### src/rtl/gpio_irq_pkg.sv
package gpio_irq_pkg;

  localparam int ADDR_W = 3;

  typedef enum logic [ADDR_W-1:0] {
    REG_DIR  = 3'd0,
    REG_OUT  = 3'd1,
    REG_TRIG = 3'd2,
    REG_MASK = 3'd3,
    REG_STAT = 3'd4,
    REG_PIN  = 3'd5,
    REG_RSV6 = 3'd6,
    REG_RSV7 = 3'd7
  } regSel_e;

  // strobes from the bus control to the datapath
  typedef struct packed {
    logic    wrDir;
    logic    wrOut;
    logic    wrTrig;
    logic    wrMask;
    logic    rdEn;
    logic    rdStat;
    regSel_e rdSel;
  } ctlStrobe_t;

endpackage

### src/rtl/gpio_irq_sync.sv
module gpio_irq_sync #(
  parameter int WIDTH  = 7,
  parameter int STAGES = 2
) (
  input  logic             clk,
  input  logic             rstN,
  input  logic [WIDTH-1:0] din,
  output logic [WIDTH-1:0] dout
);

  logic [STAGES-1:0][WIDTH-1:0] stageQ;

  generate
    if (STAGES == 1) begin : g_single
      always_ff @(posedge clk or negedge rstN) begin
        if (!rstN) stageQ[0] <= '0;
        else       stageQ[0] <= din;
      end
    end else begin : g_chain
      always_ff @(posedge clk or negedge rstN) begin
        if (!rstN) stageQ <= '0;
        else       stageQ <= {stageQ[STAGES-2:0], din};
      end
    end
  endgenerate

  assign dout = stageQ[STAGES-1];

endmodule

### src/rtl/gpio_irq_ctrl.sv
module gpio_irq_ctrl
  import gpio_irq_pkg::*;
(
  input  logic              busWrEn,
  input  logic              busRdEn,
  input  logic [ADDR_W-1:0] busAddr,
  output ctlStrobe_t        strb
);

  regSel_e sel;

  always_comb begin
    sel         = regSel_e'(busAddr);
    strb        = '0;
    strb.rdSel  = sel;
    strb.rdEn   = busRdEn;
    strb.rdStat = busRdEn && (sel == REG_STAT);
    if (busWrEn) begin
      unique case (sel)
        REG_DIR:  strb.wrDir  = 1'b1;
        REG_OUT:  strb.wrOut  = 1'b1;
        REG_TRIG: strb.wrTrig = 1'b1;
        REG_MASK: strb.wrMask = 1'b1;
        default:  ;
      endcase
    end
  end

endmodule

### src/rtl/gpio_irq_dp.sv
module gpio_irq_dp
  import gpio_irq_pkg::*;
#(
  parameter int NUM_PINS    = 7,
  parameter int DATA_W      = 8,
  parameter int SYNC_STAGES = 2
) (
  input  logic                clk,
  input  logic                rstN,
  input  ctlStrobe_t          strb,
  input  logic [DATA_W-1:0]   wrData,
  input  logic [NUM_PINS-1:0] pinIn,
  output logic [DATA_W-1:0]   rdData,
  output logic [NUM_PINS-1:0] pinOut,
  output logic [NUM_PINS-1:0] pinOe,
  output logic                irqN
);

  logic [NUM_PINS-1:0] dirQ, outQ, trigQ, maskQ, statQ;
  logic [NUM_PINS-1:0] syncPin, prevPin, rise, statNext, wrBits;
  logic [NUM_PINS-1:0] rdBits;
  logic [DATA_W-1:0]   rdWide;

  assign wrBits = wrData[NUM_PINS-1:0];

  gpio_irq_sync #(.WIDTH(NUM_PINS), .STAGES(SYNC_STAGES)) u_sync (
    .clk  (clk),
    .rstN (rstN),
    .din  (pinIn),
    .dout (syncPin)
  );

  // configuration registers
  always_ff @(posedge clk or negedge rstN) begin
    if (!rstN) begin
      dirQ  <= '0;
      outQ  <= '0;
      trigQ <= '0;
      maskQ <= '0;
    end else begin
      if (strb.wrDir)  dirQ  <= wrBits;
      if (strb.wrOut)  outQ  <= wrBits;
      if (strb.wrTrig) trigQ <= wrBits;
      if (strb.wrMask) maskQ <= wrBits;
    end
  end

  // detection
  assign rise = syncPin & ~prevPin;

  always_comb begin
    for (int i = 0; i < NUM_PINS; i++) begin
      if (dirQ[i])       statNext[i] = 1'b0;
      else if (trigQ[i]) statNext[i] = rise[i] | (statQ[i] & ~strb.rdStat);
      else               statNext[i] = syncPin[i];
    end
  end

  always_ff @(posedge clk or negedge rstN) begin
    if (!rstN) begin
      prevPin <= '0;
      statQ   <= '0;
    end else begin
      prevPin <= syncPin;
      statQ   <= statNext;
    end
  end

  // read path
  always_comb begin
    unique case (strb.rdSel)
      REG_DIR:  rdBits = dirQ;
      REG_OUT:  rdBits = outQ;
      REG_TRIG: rdBits = trigQ;
      REG_MASK: rdBits = maskQ;
      REG_STAT: rdBits = statQ;
      REG_PIN:  rdBits = syncPin;
      default:  rdBits = '0;
    endcase
    rdWide                 = '0;
    rdWide[NUM_PINS-1:0]   = rdBits;
  end

  always_ff @(posedge clk or negedge rstN) begin
    if (!rstN)          rdData <= '0;
    else if (strb.rdEn) rdData <= rdWide;
  end

  assign pinOut = outQ;
  assign pinOe  = dirQ;
  assign irqN   = ~|(statQ & maskQ);

  generate
    for (genvar i = 0; i < NUM_PINS; i++) begin : g_chk
      AST_EDGE_LATCH: assert property (@(posedge clk) disable iff (!rstN) (trigQ[i] && !dirQ[i] && rise[i]) |=> statQ[i]);
      AST_EDGE_HOLD: assert property (@(posedge clk) disable iff (!rstN) (trigQ[i] && !dirQ[i] && statQ[i] && !strb.rdStat) |=> statQ[i]);
      AST_READ_CLEAR: assert property (@(posedge clk) disable iff (!rstN) (strb.rdStat && trigQ[i] && !dirQ[i] && !rise[i]) |=> !statQ[i]);
      AST_LEVEL_DROP: assert property (@(posedge clk) disable iff (!rstN) (!trigQ[i] && !dirQ[i] && !syncPin[i]) |=> !statQ[i]);
      AST_OUTPUT_QUIET: assert property (@(posedge clk) disable iff (!rstN) dirQ[i] |=> !statQ[i]);
    end
  endgenerate

endmodule

### src/rtl/gpio_irq_top.sv
module gpio_irq_top
  import gpio_irq_pkg::*;
#(
  parameter int NUM_PINS    = 7,
  parameter int DATA_W      = 8,
  parameter int SYNC_STAGES = 2
) (
  input  logic                clk,
  input  logic                rstN,
  input  logic                busWrEn,
  input  logic                busRdEn,
  input  logic [ADDR_W-1:0]   busAddr,
  input  logic [DATA_W-1:0]   busWrData,
  output logic [DATA_W-1:0]   busRdData,
  input  logic [NUM_PINS-1:0] pinIn,
  output logic [NUM_PINS-1:0] pinOut,
  output logic [NUM_PINS-1:0] pinOe,
  output logic                irqN
);

  ctlStrobe_t strb;

  gpio_irq_ctrl u_ctrl (
    .busWrEn (busWrEn),
    .busRdEn (busRdEn),
    .busAddr (busAddr),
    .strb    (strb)
  );

  gpio_irq_dp #(
    .NUM_PINS    (NUM_PINS),
    .DATA_W      (DATA_W),
    .SYNC_STAGES (SYNC_STAGES)
  ) u_dp (
    .clk    (clk),
    .rstN   (rstN),
    .strb   (strb),
    .wrData (busWrData),
    .pinIn  (pinIn),
    .rdData (busRdData),
    .pinOut (pinOut),
    .pinOe  (pinOe),
    .irqN   (irqN)
  );

endmodule

### config.mk
export PLATFORM = sky130hd
export DESIGN_NAME = gpio_irq_top
export DESIGN_NICKNAME = d
export VERILOG_FILES = /design/src/rtl/gpio_irq_pkg.sv /design/src/rtl/gpio_irq_sync.sv /design/src/rtl/gpio_irq_ctrl.sv /design/src/rtl/gpio_irq_dp.sv /design/src/rtl/gpio_irq_top.sv
export SDC_FILE = /design/constraint.sdc
export NUM_CORES = 1
export LEC_CHECK = 0
export BUFFER_PORTS_ARGS = -buffer_cell sky130_fd_sc_hd__buf_4
export CAP_MARGIN = 15
export CELL_PAD_IN_SITES_DETAIL_PLACEMENT = 1
export CELL_PAD_IN_SITES_GLOBAL_PLACEMENT = 1
export CORE_MARGIN = 1
export CORE_UTILIZATION = 44
export DETAILED_ROUTE_END_ITERATION = 10
export PLACE_DENSITY_LB_ADDON = 0.1
export SYNTH_ARGS = -nofsm -noshare
export SYNTH_HDL_FRONTEND = slang
export SYNTH_HIERARCHICAL = 1
export SYNTH_SLANG_ARGS = --single-unit
### constraint.sdc
create_clock -name clk -period 1.3 [get_ports clk]
set_input_delay 0.195 -clock clk [delete_from_list [all_inputs] [get_ports clk]]
set_output_delay 0.195 -clock clk [all_outputs]
set_load 0.01 [all_outputs]
# Word level (Yosys, flattened, before mapping)
# Cells that the tools add are included.
# Widths: inputs -> output; s select.
# totals
register_bits	63
latchBits	0
ram_bits	0
rom_bits	0
inputBits	22
n_memories	0
# op_classes
n_addsub	0
multipliers	0
div	0
order_cmp	0
n_eq_ne	5
shifts	0
mux	20
bitwise_logic	18
reduce_logical	4
# ops
op	n
$pmux 7 s6	1
$mux 1	18
$and 7x7->7	2
$and 1x1->1	7
$not 7->7	1
$or 1x1->1	7
$reduce_or 7->1	1
$eq 3x2->1 const B	2
$eq 3x3->1 const B	2
$mux 4	1
$eq 3x1->1 const B	1
$logic_not 3->1	1
$logic_and 1x1->1	1
$logic_not 1->1	1
$not 1->1	1

# Longest topological paths before layout
# logic_depth
ltp_word	7
mapped_depth	7

# Modules after synthesis
# Netlist, hierarchy kept.
# by_module_without_submodules
module	instances	cells_per_inst	area_each_um2
gpio_irq_dp	1	192	2228.4
gpio_irq_sync	1	21	402.9
gpio_irq_ctrl	1	9	92.6

# Least setup slack after synthesis
# Ideal clock, no wire load.
# synth_timing
kind	reg-to-reg
from	register u_dp.dirQ[5] (netlist: u_dp/pinOe[5])
to	register u_dp.rdData[5]
arrival_time_ps	1064
slack_ps	110
path_stages_with_launch	5
n_path_buf	0
synth_period_minus_slack_ps	1190
cell_sequence	dfrtp_1 > nor2b_1 > a211oi_2 > a211oi_1 > o32a_1
# synth_between
elab_chain_cells	1
# synth_rtl
item	line_no	text
start: declaration	gpio_irq_dp.sv:19	logic [NUM_PINS-1:0] dirQ, outQ, trigQ, maskQ, statQ;
start signal: assignment	gpio_irq_dp.sv:41	if (strb.wrDir) dirQ <= wrBits;
$pmux 7 s6	gpio_irq_dp.sv:71	unique case (strb.rdSel)
end signal: assignment	gpio_irq_dp.sv:86	else if (strb.rdEn) rdData <= rdWide;
end: declaration	gpio_irq_dp.sv:13	output logic [DATA_W-1:0] rdData,
# No other way between the ends.
# A chain may end at the register's enable or synchronous reset.

# Worst setup path after layout
# layout_timing
from	register u_dp.statQ[3]
to	output port irqN
# layout_between
elab_chain_cells	3
# layout_rtl
item	line_no	text
start: declaration	gpio_irq_dp.sv:19	
start signal: assignment	gpio_irq_dp.sv:65	statQ <= statNext;
$and 7x7->7	gpio_irq_dp.sv:91	assign irqN = ~|(statQ & maskQ);
$reduce_or 7->1	gpio_irq_dp.sv:91	
$logic_not 1->1	gpio_irq_dp.sv:91	
end: declaration	gpio_irq_top.sv:18	output logic irqN
# No other way between the ends.

==> impl_metrics.json <==
{
  "ys_seq_area_frac": 0.579,
  "worstPathRequired_ns": 1.11,
  "maxCapViolCount": 0,
  "peakVddDrop_mv": 0.876,
  "grt_max_degree": 64,
  "die_w_microns": 80.7,
  "cellLeakagePower_nw": 1.59,
  "cts_buffer_depth": 2,
  "syn_area_sq_um": 2720,
  "postCtsSetupRepairBufs": 0,
  "initial_core_util": 0.457,
  "synth_edf_count": 0,
  "drc": 0,
  "met3_length_microns": 235,
  "tritoncts": "yes",
  "numPortBuffers": 42,
  "met2RoutedLength_mm": 3.16,
  "fin_hold_ws_ns": 0.107,
  "grt_pass1_vias": 2024,
  "area_growth_pct": 27.2,
  "clk_latency_ns": 0.34,
  "cts_buffers": 9,
  "regArea_sq_um": 1580,
  "syn_inst": 222,
  "worst-path-buf-inv": 1,
  "rows": 28,
  "n_antenna_cell": 0,
  "fin_cells": 368,
  "drive_gt1_frac": 0.420,
  "hpwl_mm": 4.50,
  "synth-seq-cells": 63,
  "die_y_microns": 80.7,
  "fin_util": 0.582,
  "grt_use_total": 0.223,
  "antenna_found_initial": 0,
  "cp_top_family": "flip-flops",
  "overflow": 0,
  "yosys-top-cells-count": "63 x dfrtp_1, 30 x mux2_2, 22 x nor2_1, 19 x nand2_1, 15 x a21oi_1",
  "yosys.area.top_type": "dfrtp_1",
  "syn_area_per_cell_sq_um": 12.3,
  "synth_compound_area_frac": 0.0887,
  "critPathMaxStageDelay_ns": 0.40,
  "drtIter0Drc": 126,
  "wl_met1_mm": 2.98,
  "post-place-ws_ns": -0.0916,
  "drv_slew": 0,
  "die_area_sq_um": 6510,
  "async_flop_share": 1.00,
  "ctsResizeCount": 0,
  "synth_ff_type": "dfrtp_1",
  "crit_path_end_kind": "output port",
  "place_congestion": 0.763,
  "max_freq_mhz": 595,
  "synth_most_common_cell": "dfrtp_1",
  "p_per_area_nw_per_um2": 1490,
  "coreArea_sq_um": 5960,
  "htreeDepth": 3,
  "synth_adder_area_share": 0,
  "synth_xor_area_frac": 0,
  "final_cell_area_sq_um": 3460,
  "status": "finished, violations left",
  "finish.net_count": 310,
  "syn_nets": 244,
  "postPlaceCellArea_sq_um": 3200,
  "worstSetupPathType": "reg -> out",
  "critPathSlowestCell": "dfrtp_1",
  "cts.sinks": 63,
  "multi_input_area_sq_um": 980,
  "yosysTopAreaCellShare": 0.579,
  "synth_top_family_by_area": "multiplexers",
  "yosys.area_share.simple": 0.105,
  "setup_ws_ns": -0.379,
  "drt_pass1_iterations": 4,
  "ant_nets": 0,
  "synthTopCellsByArea": "dfrtp_1 58%, mux2_2 12%, mux2i_1 4.0%, buf_4 3.9%, nor2_1 3.0%",
  "start_kind": "register",
  "io_pins": 45,
  "viasPerCell": 5.18,
  "synth_cell_type_count": 34,
  "violations": "negative setup slack",
  "finalWirelength_mm": 6.49,
  "route.detailed.wl_per_inst_microns": 17.6,
  "fillers": 629,
  "maxUsedRoutingLayer": "met4",
  "yosys_warnings": 6,
  "rsz0062_at_grt": "true",
  "fin_skew_ns": 0.00688,
  "finalSetupTns_ns": -0.379,
  "grt_first_pass_wirelength_mm": 10.3,
  "muxShareOfSynthArea": 0.164,
  "place_inst": 344,
  "p_total_mw": 5.15,
  "crit_fanout": 2,
  "hold_path_class": "in -> reg",
  "setup_viol": 1,
  "hold_viol": 0,
  "final.min_clock_period_ns": 1.68,
  "crit_chain": "a222oi_1 -> and3_1 -> buf_4",
  "min_period_over_period": 1.29,
  "num_vias": 1906,
  "cts.clk_slew.worst_paths_ns": 0.07,
  "critPathArrivalTime_ns": 1.48,
  "cts-root-buf": "clkbuf_8"
}
[metal layers]
metal  vias up  global-route usage
met4         0              0.0964
met2        44               0.363
met5         -                   0
met1       956               0.289
met3        11              0.0420
li1        895                   -
[report_power, final]
part | switching [mW] | internal [mW] | total (mW)
Sequential | 0.255 | 2.26 | 2.52
Clock | 0.773 | 0.788 | 1.56
Combinational | 0.458 | 0.612 | 1.07
[kinds of logic after synthesis]
family / Yosys count
AO/OA/AOI/OAI: 36
buffers and inverters: 24
flip-flops: 63
multiplexers: 41
other: 1
AND/OR/NAND/NOR: 57
[flip-flops by register name, indices dropped and copies added (netlist names)]
register,cells
u_dp/maskQ,7
u_dp/pinOe,7
u_dp/pinOut,7
u_dp/prevPin,7
u_dp/rdData,7
u_dp/statQ,7
u_dp/trigQ,7
u_dp/u_sync/dout,7
u_dp/u_sync/stageQ,7
[repair_timing]
| action | in CTS | in global routing |
|---|---|---|
| endpoints found under the setup margin | 1 | 1 |
| hold endpoints to repair | 70 | 0 |
| pin swaps | 0 | 0 |
| hold buffers | 8 | 0 |
[worst paths after layout]
check	slack, ns	endpoint	cells past startpoint	startpoint
max	-0.38	irqN	3	u_dp/statQ[3]$_DFF_PN0_
min	0.11	u_dp/maskQ[0]$_DFFE_PN0P_	2	busWrData[0]
max reg2reg	0.08	u_dp/rdData[5]$_DFFE_PN0P_	4	u_dp/pinOe[5]$_DFFE_PN0P_
min reg2reg	0.35	u_dp/u_sync/dout[6]$_DFF_PN0_	0	u_dp/u_sync/stageQ[6]$_DFF_PN0_
max in group asynchronous	0.64	u_dp/trigQ[6]$_DFFE_PN0P_	3	rstN
min in group asynchronous	0.38	u_dp/trigQ[3]$_DFFE_PN0P_	3	rstN
[cells in the final DEF (no fill, tap or decap), types with 3 or more instances in the layout]
master / count
mux2i_1: 11
nand2_1: 19
buf_4: 67
clkinvlp_4: 3
and4bb_2: 3
dfrtp_1: 63
nor2_1: 22
clkbuf_8: 11
o211ai_1: 3
a21oi_1: 15
mux2_2: 30
a211oi_2: 3
a31oi_1: 3
dlygate4sd3_1: 8
nand3_1: 4
[area by class of cell]
type / instances / share of cell area
Sequential cell: 63 / 0.455
Inverter: 2 / 0.00217
Clock inverter: 5 / 0.00939
Timing Repair Buffer: 77 / 0.180
Tap cell: 75 / 0.0271
Multi-Input combinational cell: 135 / 0.283
Clock buffer: 11 / 0.0437
Note: power is estimated with default switching activity, not from simulation.
